<file path="config.mk">
export PLATFORM = sky130hd
export DESIGN_NAME = ssc_profile_gen
export DESIGN_NICKNAME = d
export VERILOG_FILES = /design/src/rtl/ssc_pkg.sv /design/src/rtl/ssc_ctrl.sv /design/src/rtl/ssc_datapath.sv /design/src/rtl/ssc_profile_gen.sv
export SDC_FILE = /design/constraint.sdc
export NUM_CORES = 1
export LEC_CHECK = 0
export CAP_MARGIN = 40
export CORE_MARGIN = 2
export CORE_UTILIZATION = 55
export CTS_CLUSTER_SIZE = 12
export DETAILED_ROUTE_END_ITERATION = 10
export DONT_BUFFER_PORTS = 1
export PLACE_DENSITY = 0.81
export SETUP_SLACK_MARGIN = 0.4
export SYNTH_ARGS = -nofsm -noshare
export SYNTH_HDL_FRONTEND = slang
export SYNTH_SLANG_ARGS = --single-unit
</file>
<file path="constraint.sdc">
create_clock -name clk -period 24.6 [get_ports clk]
set_clock_uncertainty 0.15 [all_clocks]
set_input_delay 2.46 -clock clk [delete_from_list [all_inputs] [get_ports clk]]
set_output_delay 2.46 -clock clk [all_outputs]
set_load 0.01 [all_outputs]
</file>
<file path="src/rtl/ssc_pkg.sv">
package ssc_pkg;

  // Strobes and flags passed from the control to the datapath
  typedef struct packed {
    logic load;      // capture new settings in this cycle
    logic spreadOn;  // modulation active
    logic rateFast;  // active rate is the fast one
    logic rampUp;    // rising half of the triangle
  } ssc_strobe_t;

  // Amplitude scaling: one code unit is 1/800 of the nominal value
  localparam int FRAC_BITS = 20;
  localparam int AMP_DEN   = 800;

endpackage

</file>
<file path="src/rtl/ssc_ctrl.sv">
module ssc_ctrl
  import ssc_pkg::*;
#(
  parameter int PH_W      = 5,
  parameter int HALF_SLOW = 16,
  parameter int HALF_FAST = 4
) (
  input  logic            clk,
  input  logic            rstN,
  input  logic            tick,
  input  logic            spreadEn,
  input  logic            rateSel,
  output ssc_strobe_t     stb,
  output logic [PH_W-1:0] phase,
  output logic [PH_W-1:0] halfSteps
);

  localparam logic [PH_W-1:0] H_SLOW = PH_W'(HALF_SLOW);
  localparam logic [PH_W-1:0] H_FAST = PH_W'(HALF_FAST);
  localparam logic [PH_W-1:0] ONE    = PH_W'(1);

  logic            enQ;
  logic            rateQ;
  logic            dirUpQ;
  logic [PH_W-1:0] phaseQ;
  logic [PH_W-1:0] phaseInc;
  logic            endOfPeriod;
  logic            loadNow;

  assign halfSteps   = rateQ ? H_FAST : H_SLOW;
  assign phaseInc    = phaseQ + ONE;
  assign endOfPeriod = !dirUpQ && (phaseQ == ONE);
  assign loadNow     = tick && (!enQ || endOfPeriod);

  always_ff @(posedge clk or negedge rstN) begin
    if (!rstN) begin
      enQ    <= 1'b0;
      rateQ  <= 1'b0;
      dirUpQ <= 1'b1;
      phaseQ <= '0;
    end else if (loadNow) begin
      enQ    <= spreadEn;
      rateQ  <= rateSel;
      dirUpQ <= 1'b1;
      phaseQ <= '0;
    end else if (tick) begin
      if (dirUpQ) begin
        phaseQ <= phaseInc;
        if (phaseInc == halfSteps) dirUpQ <= 1'b0;
      end else begin
        phaseQ <= phaseQ - ONE;
      end
    end
  end

  assign stb.load     = loadNow;
  assign stb.spreadOn = enQ;
  assign stb.rateFast = rateQ;
  assign stb.rampUp   = enQ && dirUpQ;
  assign phase        = phaseQ;

endmodule

</file>
<file path="src/rtl/ssc_datapath.sv">
module ssc_datapath
  import ssc_pkg::*;
#(
  parameter int DIV_W     = 16,
  parameter int AMP_W     = 4,
  parameter int PH_W      = 5,
  parameter int HALF_SLOW = 16,
  parameter int HALF_FAST = 4
) (
  input  logic             clk,
  input  logic             rstN,
  input  ssc_strobe_t      stb,
  input  logic [PH_W-1:0]  phase,
  input  logic [DIV_W-1:0] divNom,
  input  logic             downMode,
  input  logic [AMP_W-1:0] ampCode,
  output logic [DIV_W-1:0] divOut,
  output logic             rampUp
);

  localparam int AMP_K  = ((1 << FRAC_BITS) + AMP_DEN / 2) / AMP_DEN;
  localparam int K_W    = $clog2(AMP_K + 1);
  localparam int PROD_W = DIV_W + AMP_W + 1 + K_W;
  localparam int NUM_W  = DIV_W + PH_W + 3;

  logic [DIV_W-1:0] nomQ;
  logic [AMP_W-1:0] ampQ;
  logic             downQ;

  always_ff @(posedge clk or negedge rstN) begin
    if (!rstN) begin
      nomQ  <= '0;
      ampQ  <= '0;
      downQ <= 1'b0;
    end else if (stb.load) begin
      nomQ  <= divNom;
      ampQ  <= ampCode;
      downQ <= downMode;
    end
  end

  // Peak deviation from the captured nominal value and amplitude code
  logic [PROD_W-1:0]      prod;
  logic [DIV_W-1:0]       peak;
  logic signed [NUM_W-1:0] peakS;

  assign prod  = PROD_W'(nomQ) * (PROD_W'(ampQ) + PROD_W'(1)) * PROD_W'(AMP_K);
  assign peak  = DIV_W'(prod >> FRAC_BITS);
  assign peakS = $signed(NUM_W'(peak));

  // One constant-divisor triangle evaluator per rate
  logic signed [NUM_W-1:0] devByRate [2];
  logic signed [NUM_W-1:0] phase2S;

  assign phase2S = $signed(NUM_W'({phase, 1'b0}));

  for (genvar r = 0; r < 2; r++) begin : g_rate
    localparam int HR = (r == 0) ? HALF_SLOW : HALF_FAST;
    localparam logic signed [NUM_W-1:0] HR_S = NUM_W'(HR);
    logic signed [NUM_W-1:0] spanS;
    logic signed [NUM_W-1:0] numS;
    assign spanS        = phase2S - HR_S;
    assign numS         = peakS * spanS;
    assign devByRate[r] = numS / HR_S;
  end

  logic signed [NUM_W-1:0] devS;
  logic signed [NUM_W-1:0] shiftS;
  logic signed [NUM_W-1:0] sumS;
  logic [DIV_W-1:0]        modOut;

  assign devS   = stb.rateFast ? devByRate[1] : devByRate[0];
  assign shiftS = downQ ? peakS : '0;
  assign sumS   = $signed(NUM_W'(nomQ)) - shiftS + devS;
  assign modOut = DIV_W'(sumS);

  assign divOut = stb.spreadOn ? modOut : divNom;
  assign rampUp = stb.rampUp;

endmodule

</file>
<file path="src/rtl/ssc_profile_gen.sv">
module ssc_profile_gen
  import ssc_pkg::*;
#(
  parameter int DIV_W   = 16,
  parameter int AMP_W   = 4,
  parameter int TICK_HZ = 1_000_000,
  parameter int SLOW_HZ = 31_250,
  parameter int FAST_HZ = 120_000
) (
  input  logic             clk,
  input  logic             rstN,
  input  logic             tick,
  input  logic             spreadEn,
  input  logic             downMode,
  input  logic [AMP_W-1:0] ampCode,
  input  logic             rateSel,
  input  logic [DIV_W-1:0] divNom,
  output logic [DIV_W-1:0] divOut,
  output logic             rampUp
);

  localparam int HALF_SLOW = TICK_HZ / (2 * SLOW_HZ);
  localparam int HALF_FAST = TICK_HZ / (2 * FAST_HZ);
  localparam int HALF_MAX  = (HALF_SLOW > HALF_FAST) ? HALF_SLOW : HALF_FAST;
  localparam int PH_W      = $clog2(HALF_MAX + 1);

  ssc_strobe_t     ctrlStb;
  logic [PH_W-1:0] phase;
  logic [PH_W-1:0] halfSteps;

  ssc_ctrl #(
    .PH_W     (PH_W),
    .HALF_SLOW(HALF_SLOW),
    .HALF_FAST(HALF_FAST)
  ) i_ctrl (
    .clk      (clk),
    .rstN     (rstN),
    .tick     (tick),
    .spreadEn (spreadEn),
    .rateSel  (rateSel),
    .stb      (ctrlStb),
    .phase    (phase),
    .halfSteps(halfSteps)
  );

  ssc_datapath #(
    .DIV_W    (DIV_W),
    .AMP_W    (AMP_W),
    .PH_W     (PH_W),
    .HALF_SLOW(HALF_SLOW),
    .HALF_FAST(HALF_FAST)
  ) i_dp (
    .clk     (clk),
    .rstN    (rstN),
    .stb     (ctrlStb),
    .phase   (phase),
    .divNom  (divNom),
    .downMode(downMode),
    .ampCode (ampCode),
    .divOut  (divOut),
    .rampUp  (rampUp)
  );

endmodule

</file>
==> key figures <==
Run status
  – Outcome: finished, final reports clean

Worst hold path
  – Hold Path Class: register to register
  – Hold_sp: i_dp.ampQ[1]$_DFFE_PN0P_
  – Hold depth: 1
  – Hold EP: i_dp.ampQ[1]$_DFFE_PN0P_

Final layout
  – # diodes: 0
  – Commonest non-fill, non-tap cells in the layout: inv_1 (315), ha_1 (281), fa_1 (215), nor2_1 (112), nand2_1 (105)
  – Nets: 2,202
  – Multi-input logic area: 0.0130 mm2
  – Sequential Area: 727 um2
  – Commonest non-fill, non-tap cell in the layout: inv_1
  – Fill cells: about 2,300
  – Layout cells sized above 1: just over 5%
  – Final instance area: 0.0156 mm2
  – Syn-to-layout area delta: 3.64%

Clock tree
  – Root Driver: clkbuf_16
  – Clock latency on the worst-skew pair: 0.28 ns
  – Clk sinks: 29
  – Worst-path clk slew: ~0.05 ns
  – CTS resizes: 0
  – CTS buffer count: 5
  – CTS tree: done
  – Hold_buf cts: 0
  – Clock buffer depth: 2
  – H-tree depth: 2
  – Setup repair bufs after CTS: 0

Worst setup path
  – Required time of the critical path: 21.99 ns
  – CP Launch Type: register
  – Reg2reg end: i_dp.nomQ[2]$_DFFE_PN0P_
  – Setup slack, reg-to-reg: about 21 ns
  – CP arrival: 19.93 ns
  – Worst r2r path cells: 6
  – R2r startpoint: i_ctrl.phase[1]$_DFFE_PN0P_
  – Critical Path End Type: output port
  – Top cell by count, worst path: fa_1
  – Crit-path max FO: 19
  – CP max stage cell: xor2_1
  – Worst path max stage delay: 0.78 ns
  – Critical path type: register to output port

Logic synthesis
  – Syn avg cell area: 8.89 um2
  – Post-synth ARST share: between 90% and 100%
  – YS warnings: 0
  – EDFF count, synth: 0
  – Sequential fraction of the synthesis area: 4.82%
  – Synth Net Count: between 2,000 and 2,500
  – Post-synthesis cell type count: 75
  – Seq cells post-synth: 29
  – Post-Synthesis Cells: roughly 1,700
  – Main synth FF type: dfrtp_1
  – Cell Area, Synth: between 0.015 and 0.02 mm2

STA
  – Setup violations, final: 0
  – F_max: between 40 and 50 MHz
  – Slew @ Worst Pin: 0.967 ns
  – Slew Viols, Final: 0
  – Final worst path period need: 22.54 ns
  – Setup TNS: 0 ns
  – Slew Limit Headroom: 35.3%
  – RSZ-0062 raised after global routing: false
  – Final Cycle Share: 91.6%
  – Fin. Hold Viols: 0
  – Final setup margin: 2.06 ns
  – Hold_ws: 0.390 ns

Drt
  – Vias: 11,513
  – Routed vias/inst: 5.69
  – Post-route ant nets: 0
  – Drt initial violations: 574
  – Total iterations of the first detailed-routing run: 4
  – Drc violations: 0
  – Wire length after detailed routing: between 30 and 40 mm
  – WL per Instance: 17.4 um

Global route
  – GR Overflow Total: 0
  – GRT Overall Usage: 25.5%
  – Initial antenna violation count: 0
  – Largest net degree at the start of global routing: 30
  – First-pass GRT wire length: slightly below 60 mm
  – Vias in the first global route: 12,197

Floorplanning
  – Die H: 170 um
  – # rows: 60
  – Die Wd: 170 um
  – Floorplan core area: 0.0270 mm2
  – Initial core utilization: between 50% and 60%
  – Ports: 43
  – Die area: 0.0287 mm2

Place
  – Pre-CTS WS: 2.60 ns
  – Hpwl dp: 30.4 mm
  – Routability cong.: ~0.96
  – I/O Buffers: 0
  – DP Area: 0.0155 mm2

Flow run
  – Max Cap Viol: 0
## layout make-up
type | instances | area share, %
Clock buffer | 7 | 0.977
Timing Repair Buffer | 16 | 0.865
Inverter | 317 | 7.62
Clock inverter | 1 | 0.0320
Multi-Input combinational cell | 1311 | 83.1
Tap cell | 341 | 2.73
Sequential cell | 29 | 4.65
## logic make-up (layout without fill, tap and decap cells)
group | after synthesis | count (layout) | synth area share, %
compound gates | 227 | 227 | 10.3
xor+xnor | 116 | 116 | 6.74
fa+ha+maj | 496 | 496 | 51.9
buf+inv | 356 | 341 | 9.02
flops | 29 | 29 | 4.82
mux | 37 | 37 | 2.75
simple gates | 435 | 435 | 14.4
## sequential cells by signal, summed over array words and instances (netlist names)
register / flops
i_ctrl.dirUpQ: 1
i_ctrl.rateQ: 1
i_dp.ampQ: 4
i_dp.nomQ: 16
i_dp.downQ: 1
i_ctrl.phase: 5
i_ctrl.enQ: 1
## how the worst max path moves through the flow
stage	from	endpoint	cells past startpoint	slack, ns
after floorplan	i_dp.ampQ[0]$_DFFE_PN0P_	divOut[14]	67	5.05
after global placement	i_dp.ampQ[0]$_DFFE_PN0P_	divOut[14]	64	2.74
after detailed placement	i_dp.ampQ[0]$_DFFE_PN0P_	divOut[14]	65	2.60
after CTS	i_dp.ampQ[0]$_DFFE_PN0P_	divOut[14]	65	2.23
after global routing	i_dp.ampQ[0]$_DFFE_PN0P_	divOut[14]	65	0.66
final	i_dp.ampQ[0]$_DFFE_PN0P_	divOut[14]	65	2.06
## critical path: cells and delay by family, from the launching register on
kind	cells	cell delay, ns
fa+ha+maj	19	8.02
simple gates	11	2.30
flops	1	0.64
xor+xnor	3	1.86
buf+inv	3	0.14
compound gates	29	6.72
## synthesized netlist by cell type (all sizes together) (4+ instances only)
master	n	area share (%)
inv	315	7.8
ha	281	23
fa	215	29
nor2	112	2.8
nand2	105	2.6
xnor2	80	4.6
and2	73	3.0
a21oi	63	2.1
o21ai	50	1.7
xor2	36	2.1
clkbuf	35	0.87
mux2	32	2.4
nand2b	31	1.3
dfrtp	28	4.6
a21o	27	1.3
nor3	22	0.73
nor2b	20	0.83
nand3	18	0.60
and3	12	0.50
or2	11	0.46
o31ai	10	0.50
a21boi	7	0.35
a2111oi	6	0.64
nand4	6	0.25
o21bai	6	0.30
a211oi	5	0.28
a31o	5	0.29
mux2i	5	0.33
o211ai	5	0.25
o21a	5	0.25
o22ai	5	0.21
a211o	4	0.24
a31oi	4	0.17
a41oi	4	0.28
and4	4	0.24
buf	4	0.26
nand3b	4	0.20
nor4	4	0.21
or3	4	0.17
## per-layer routing
layer	global-route usage (%)	wire [um]	vias to the layer above
li1	-	-	5461
met1	31.8	14200	5652
met2	44.8	17300	309
met3	2.68	1760	91
met4	11.4	1830	0
met5	0	0	-
## through the flow
stage	instances	util, %
after detailed placement	2014	57.4
after global routing	2022	58.0
after floorplan	1696	-
after global placement	2005	57.1
final	2022	58.0
after CTS	2022	58.0
Power is left out: the tool's default activity adds up to more than one toggle a clock period on the data nets, which glitch-free logic cannot reach.
